$ cat src/rtl/xbuf_pkg.sv
package xbuf_pkg;
  // Strobes from control to datapath, valid for one cycle
  typedef struct packed {
    logic doFill;
    logic doFlushAll;
    logic doFlushOne;
  } xbStrobe_t;
endpackage

$ cat src/rtl/xb_ctrl.sv
module xb_ctrl
  import xbuf_pkg::*;
#(
  parameter int ENTRIES = 8,
  parameter int CTX_W   = 12,
  localparam int IDX_W  = (ENTRIES > 1) ? $clog2(ENTRIES) : 1
) (
  input  logic               clk,
  input  logic               rstN,
  input  logic               fillValid,
  input  logic               flushAll,
  input  logic               flushOne,
  input  logic               ctxWrEn,
  input  logic [CTX_W-1:0]   ctxWrData,
  input  logic [ENTRIES-1:0] validVec,
  input  logic [ENTRIES-1:0] dupVec,
  output xbStrobe_t          strobe,
  output logic [IDX_W-1:0]   fillIdx,
  output logic [CTX_W-1:0]   ctxCur
);
  localparam logic [IDX_W-1:0] LAST_IDX = IDX_W'(ENTRIES - 1);

  logic             anyDup, anyFree, useFifo;
  logic [IDX_W-1:0] dupIdx, freeIdx, fifoPtr;

  // a flush in the same cycle discards the fill
  always_comb begin
    strobe.doFlushAll = flushAll;
    strobe.doFlushOne = flushOne;
    strobe.doFill     = fillValid && !flushAll && !flushOne;
  end

  // lowest-numbered duplicate and lowest-numbered free slot
  always_comb begin
    anyDup  = 1'b0;
    anyFree = 1'b0;
    dupIdx  = '0;
    freeIdx = '0;
    for (int i = ENTRIES - 1; i >= 0; i--) begin
      if (dupVec[i]) begin
        anyDup = 1'b1;
        dupIdx = IDX_W'(i);
      end
      if (!validVec[i]) begin
        anyFree = 1'b1;
        freeIdx = IDX_W'(i);
      end
    end
  end

  always_comb begin
    useFifo = !anyDup && !anyFree;
    if (anyDup)       fillIdx = dupIdx;
    else if (anyFree) fillIdx = freeIdx;
    else              fillIdx = fifoPtr;
  end

  always_ff @(posedge clk) begin
    if (!rstN) begin
      fifoPtr <= '0;
    end else if (strobe.doFill && useFifo) begin
      fifoPtr <= (fifoPtr == LAST_IDX) ? '0 : fifoPtr + 1'b1;
    end
  end

  always_ff @(posedge clk) begin
    if (!rstN)        ctxCur <= '0;
    else if (ctxWrEn) ctxCur <= ctxWrData;
  end
endmodule

$ cat src/rtl/xb_store.sv
module xb_store
  import xbuf_pkg::*;
#(
  parameter int ENTRIES   = 8,
  parameter int VA_W      = 32,
  parameter int PA_W      = 32,
  parameter int PAGE_BITS = 12,
  parameter int CTX_W     = 12,
  localparam int VPN_W    = VA_W - PAGE_BITS,
  localparam int PFN_W    = PA_W - PAGE_BITS,
  localparam int IDX_W    = (ENTRIES > 1) ? $clog2(ENTRIES) : 1
) (
  input  logic               clk,
  input  logic               rstN,
  input  xbStrobe_t          strobe,
  input  logic [IDX_W-1:0]   fillIdx,
  input  logic [VPN_W-1:0]   fillVpn,
  input  logic [PFN_W-1:0]   fillPfn,
  input  logic               fillGlobal,
  input  logic [CTX_W-1:0]   ctxCur,
  input  logic               lkValid,
  input  logic [VA_W-1:0]    lkVaddr,
  input  logic [VA_W-1:0]    flushVaddr,
  output logic [ENTRIES-1:0] validVec,
  output logic [ENTRIES-1:0] dupVec,
  output logic               lkHit,
  output logic               lkMiss,
  output logic [PA_W-1:0]    lkPaddr
);
  logic [VPN_W-1:0]   entVpn [ENTRIES];
  logic [PFN_W-1:0]   entPfn [ENTRIES];
  logic [CTX_W-1:0]   entCtx [ENTRIES];
  logic [ENTRIES-1:0] entGlb;
  logic [ENTRIES-1:0] lkMatch;

  logic [VPN_W-1:0] lkVpn, flushVpn;
  assign lkVpn    = lkVaddr[VA_W-1:PAGE_BITS];
  assign flushVpn = flushVaddr[VA_W-1:PAGE_BITS];

  for (genvar g = 0; g < ENTRIES; g++) begin : gEnt
    logic clrThis, wrThis;
    assign clrThis = (strobe.doFlushAll && !entGlb[g]) ||
                     (strobe.doFlushOne && entVpn[g] == flushVpn);
    assign wrThis  = strobe.doFill && fillIdx == IDX_W'(g);

    always_ff @(posedge clk) begin
      if (!rstN) begin
        validVec[g] <= 1'b0;
        entGlb[g]   <= 1'b0;
        entVpn[g]   <= '0;
        entPfn[g]   <= '0;
        entCtx[g]   <= '0;
      end else if (clrThis) begin
        validVec[g] <= 1'b0;
      end else if (wrThis) begin
        validVec[g] <= 1'b1;
        entGlb[g]   <= fillGlobal;
        entVpn[g]   <= fillVpn;
        entPfn[g]   <= fillPfn;
        entCtx[g]   <= ctxCur;
      end
    end

    assign lkMatch[g] = validVec[g] && entVpn[g] == lkVpn &&
                        (entGlb[g] || entCtx[g] == ctxCur);
    assign dupVec[g]  = validVec[g] && entVpn[g] == fillVpn &&
                        entCtx[g] == ctxCur;
  end

  logic             anyMatch;
  logic [PFN_W-1:0] selPfn;
  always_comb begin
    anyMatch = 1'b0;
    selPfn   = '0;
    for (int i = ENTRIES - 1; i >= 0; i--) begin
      if (lkMatch[i]) begin
        anyMatch = 1'b1;
        selPfn   = entPfn[i];
      end
    end
  end

  always_ff @(posedge clk) begin
    if (!rstN) begin
      lkHit   <= 1'b0;
      lkMiss  <= 1'b0;
      lkPaddr <= '0;
    end else begin
      lkHit   <= lkValid && anyMatch;
      lkMiss  <= lkValid && !anyMatch;
      lkPaddr <= (lkValid && anyMatch) ? {selPfn, lkVaddr[PAGE_BITS-1:0]} : '0;
    end
  end
endmodule

$ cat src/rtl/ctx_xlate_buf.sv
module ctx_xlate_buf
  import xbuf_pkg::*;
#(
  parameter int ENTRIES   = 8,
  parameter int VA_W      = 32,
  parameter int PA_W      = 32,
  parameter int PAGE_BITS = 12,
  parameter int CTX_W     = 12
) (
  input  logic                      clk,
  input  logic                      rstN,
  input  logic                      lkValid,
  input  logic [VA_W-1:0]           lkVaddr,
  output logic                      lkHit,
  output logic                      lkMiss,
  output logic [PA_W-1:0]           lkPaddr,
  input  logic                      fillValid,
  input  logic [VA_W-PAGE_BITS-1:0] fillVpn,
  input  logic [PA_W-PAGE_BITS-1:0] fillPfn,
  input  logic                      fillGlobal,
  input  logic                      ctxWrEn,
  input  logic [CTX_W-1:0]          ctxWrData,
  input  logic                      flushAll,
  input  logic                      flushOne,
  input  logic [VA_W-1:0]           flushVaddr
);
  localparam int IDX_W = (ENTRIES > 1) ? $clog2(ENTRIES) : 1;

  xbStrobe_t          strobe;
  logic [IDX_W-1:0]   fillIdx;
  logic [CTX_W-1:0]   ctxCur;
  logic [ENTRIES-1:0] validVec, dupVec;

  xb_ctrl #(.ENTRIES(ENTRIES), .CTX_W(CTX_W)) ctrlI (
    .clk(clk), .rstN(rstN), .fillValid(fillValid), .flushAll(flushAll),
    .flushOne(flushOne), .ctxWrEn(ctxWrEn), .ctxWrData(ctxWrData),
    .validVec(validVec), .dupVec(dupVec), .strobe(strobe),
    .fillIdx(fillIdx), .ctxCur(ctxCur)
  );

  xb_store #(.ENTRIES(ENTRIES), .VA_W(VA_W), .PA_W(PA_W),
             .PAGE_BITS(PAGE_BITS), .CTX_W(CTX_W)) storeI (
    .clk(clk), .rstN(rstN), .strobe(strobe), .fillIdx(fillIdx),
    .fillVpn(fillVpn), .fillPfn(fillPfn), .fillGlobal(fillGlobal),
    .ctxCur(ctxCur), .lkValid(lkValid), .lkVaddr(lkVaddr),
    .flushVaddr(flushVaddr), .validVec(validVec), .dupVec(dupVec),
    .lkHit(lkHit), .lkMiss(lkMiss), .lkPaddr(lkPaddr)
  );
endmodule

$ cat config.mk
export PLATFORM = sky130hd
export DESIGN_NAME = ctx_xlate_buf
export DESIGN_NICKNAME = d
export VERILOG_FILES = /design/src/rtl/xbuf_pkg.sv /design/src/rtl/xb_ctrl.sv /design/src/rtl/xb_store.sv /design/src/rtl/ctx_xlate_buf.sv
export SDC_FILE = /design/constraint.sdc
export NUM_CORES = 1
export LEC_CHECK = 0
export BUFFER_PORTS_ARGS = -buffer_cell sky130_fd_sc_hd__buf_4
export CAP_MARGIN = 5
export CORE_UTILIZATION = 34
export CTS_CLUSTER_DIAMETER = 80
export DETAILED_ROUTE_END_ITERATION = 7
export PLACE_DENSITY = 0.48
export SLEW_MARGIN = 20
export SYNTH_ARGS = -nofsm -noshare
export SYNTH_HDL_FRONTEND = slang
export SYNTH_SLANG_ARGS = --single-unit
$ cat constraint.sdc
create_clock -name clk -period 4.6 [get_ports clk]
set_input_delay 0.46 -clock clk [delete_from_list [all_inputs] [get_ports clk]]
set_output_delay 0.46 -clock clk [all_outputs]
set_load 0.005 [all_outputs]
==> flow_summary.yaml <==
yosys:
  synth_edf_count: 416
  ys_ff_latch: 481
  synth_adder_area_share_pct: 0.0956
  yosys.area_share.simple_pct: 18.5
  synth_top_family_by_area: "XOR/XNOR gates"
  synth_top_area_share_pct: 47.7
  synth_compound_area_share_pct: 4.37
  synth_common_cells: "and2_1, edfxtp_1, xor2_1"
  syn_area_per_cell_sq_um: 11.4
  synth_ff_type: "edfxtp_1"
  syn-cell-area_sq_um: 26200
  synth_fp_nets: 2425
  yosysMostFrequentCell: "and2_1"
  synthTopCellsByArea: "edfxtp_1, xor2_1, and2_1"
  yosysSeqAreaShare_pct: 52.7
  synth_top_cell_by_area: "edfxtp_1"
  muxShareOfSynthArea_pct: 1.22
  synth_cell_types: 63
  syn_inst: 2299
  synth-async-reset-ratio_pct: 0
  ys.warnings.count: 0
  synth_xor_area_share_pct: 19.3
run:
  cap_violations: 0
clock_network:
  cts_tree: "yes"
  cts-htree-levels: 2
  cts-resized-gates: 0
  clk_path_buf_depth: 3
  worstSkewPairLatency_ns: 0.62
  hold_buffers: 0
  clkSinkCount: 481
  clk_pin_slew_ns: 0.06
  cts_made_buffers: 59
  post_cts_buffers: 0
  root_buffer: "clkbuf_16"
routing:
  num_vias: 18184
  wire_per_inst_um: 26.2
  ant_nets: 0
  viasPerCell: 5.20
  drt_iter0_drc: 1790
  drt_first_pass_iters: 7
  drc: 0
  wl_um: 91800
finish:
  fill_cells: 7332
  area_growth_syn_to_layout_pct: 17.4
  layoutNonFillerInstCount: 3496
  nets: 2539
  layout-drive-gt1-share_pct: 15.1
sta:
  rsz0062_at_grt: "no"
  fmaxAchievable_mhz: 243
  hold_violations: 0
  setup_tns_ns: 0
  min_period_ns: 4.12
  max_slew.worst_pin.slew_ns: 1.05
  final_max_slew_viol_count: 0
  finalSetupViolations: 0
  fin_crit_sh_pct: 89.6
  fin_worst_skew_ns: 0.0234
  maxSlewHeadroom_pct: 29.7
global_routing:
  antenna_found_initial: 3
  grt_overflow_total: 0
  grt_pass1_vias: 17880
  track_usage_pct: 23.4
  grt_pass1_wl_um: 130000
  grt_max_degree: 55
critical_path:
  worstSetupPathType: "register to register"
  endpoint_kind: "register"
  rrSetupSlack_ns: 0.48
  critPathMaxFanout: 20
  worstPathArrival_ns: 4.42
  critPathRequiredTime_ns: 4.90
  start_kind: "register"
power:
  ir_worst_vdd_uv: 270
  p_per_area_nw_per_um2: 348
  p_leak_nw: 12.1
placement:
  port_buffers: 145
  dp_hpwl_um: 58600
  dp_cells: 3382
  gp_congestion: 0.933
floorplanning:
  core_area_sq_um: 76100
  initial_utilization_pct: 34.4
  die-area_sq_um: 78100
  boundaryPins: 158
  row_count: 101
  die_h_um: 279
  dieWidth_um: 279
hold_path:
  min_path_type: "primary input to register"
outcome:
  status: "finished clean"
-- layout make-up --
class	instances	area (sq um)	area share [%]
flip-flops and latches	481	13800	44.9
multi-input cells	1595	11400	37.2
inverters	38	143	0.464
well taps	1030	1290	4.19
clock inverters	29	268	0.871
repair buffers	238	2060	6.71
clock buffers	82	1730	5.61
diodes	3	7.51	0.0244
-- logic make-up after synthesis --
kind of cell	count (synthesis)
DFF	481
and+or+nand+nor	831
adders and majority gates	2
buffers and inverters	223
xor gates and xnor gates	576
muxes	32
AOI/OAI and AO/OA	154
-- state kept, by name, summed over array words and instances (netlist names) --
signal and cells:
storeI.entPfn 160, storeI.entVpn 160, storeI.entCtx 96, storeI.lkPaddr 32
ctrlI.ctxCur 12, storeI.entGlb 8, storeI.validVec 8, ctrlI.fifoPtr 3
storeI.lkHit 1, storeI.lkMiss 1
-- critical path, cell delays in order (launching register included) --
cell,delay [ns]
dfxtp_1,0.70
xor2_1,0.15
nor4_1,0.42
nand3_1,0.31
nor4_1,0.54
a211oi_1,0.12
or2_4,0.28
or3_4,0.43
nand2b_1,0.22
nand2_2,0.26
buf_4,0.35
-- worst paths after layout --
kind / startpoint / end / cells after the start
worst max-delay path: ctrlI.ctxCur[8]$_SDFFE_PN0P_ / storeI.entVpn[1][78]$_SDFFCE_PN0P_ / 10
worst min-delay path: lkVaddr[8] / storeI.lkPaddr[8]$_SDFF_PN0_ / 2
worst max register to register: ctrlI.ctxCur[8]$_SDFFE_PN0P_ / storeI.entVpn[1][78]$_SDFFCE_PN0P_ / 10
worst min register to register: storeI.entGlb[7]$_SDFFE_PN0P_ / storeI.entGlb[7]$_SDFFE_PN0P_ / 2
-- per-layer routing --
| metal | vias up | wire [um] | share of wire (%) | global-route usage, % |
|---|---|---|---|---|
| li1 | 8150 | - | - | - |
| met1 | 9143 | 40500 | 44 | 32.8 |
| met2 | 712 | 41500 | 45 | 37.2 |
| met3 | 179 | 6310 | 6.9 | 2.64 |
| met4 | 0 | 3480 | 3.8 | 8.58 |
| met5 | - | 0 | 0 | 0 |
-- per-stage QoR --
step | utilization [%] | power [W] | hold WS, ns | worst slack (ns) | instance area (sq um)
finish | 40.4 | 0.0107 | 0.0448 | 0.480 | 30700
global route | 40.4 | 0.0110 | 0.0321 | 0.172 | 30700
CTS | 40.4 | 0.0108 | 0.0101 | 0.411 | 30700
detailed placement | 37.8 | 0.00605 | 0.483 | 0.432 | 28700
global placement | 37.8 | 0.00604 | 0.469 | 0.480 | 28700
floorplan | - | 0.00560 | 0.443 | 0.449 | 26200
-- power breakdown --
part	total, W	switching (W)	leakage, nW	internal (W)
clock	0.00472	0.00189	0.989	0.00284
sequential	0.00499	0.000121	4.83	0.00487
combinational	0.000981	0.000619	6.31	0.000362
-- cell usage in the layout, fill, tap and decap left out, types with 7 or more instances in the layout --
| master | Yosys | routed |
|---|---|---|
| edfxtp_1 | 416 | 416 |
| mux2i_1 | 32 | 32 |
| clkinv_2 | 0 | 12 |
| nor3_1 | 15 | 15 |
| xnor2_1 | 192 | 192 |
| nand2_2 | 0 | 8 |
| o21ai_0 | 38 | 38 |
| clkbuf_1 | 90 | 9 |
| buf_12 | 0 | 22 |
| xor2_1 | 384 | 384 |
| clkbuf_16 | 0 | 61 |
| nor2_1 | 61 | 61 |
| clkinv_1 | 0 | 7 |
| nand3_1 | 44 | 44 |
| nand2_1 | 75 | 67 |
| clkbuf_8 | 0 | 12 |
| nor2b_1 | 15 | 15 |
| nor4_1 | 100 | 99 |
| o311a_1 | 13 | 13 |
| buf_4 | 2 | 216 |
| nand2b_1 | 8 | 8 |
| nand4_1 | 56 | 56 |
| a21oi_1 | 15 | 15 |
| a31oi_1 | 21 | 20 |
| o31ai_1 | 13 | 13 |
| dfxtp_1 | 65 | 65 |
| inv_1 | 38 | 38 |
| and2_1 | 429 | 429 |
No activity file was read; power rests on OpenSTA's default activity.
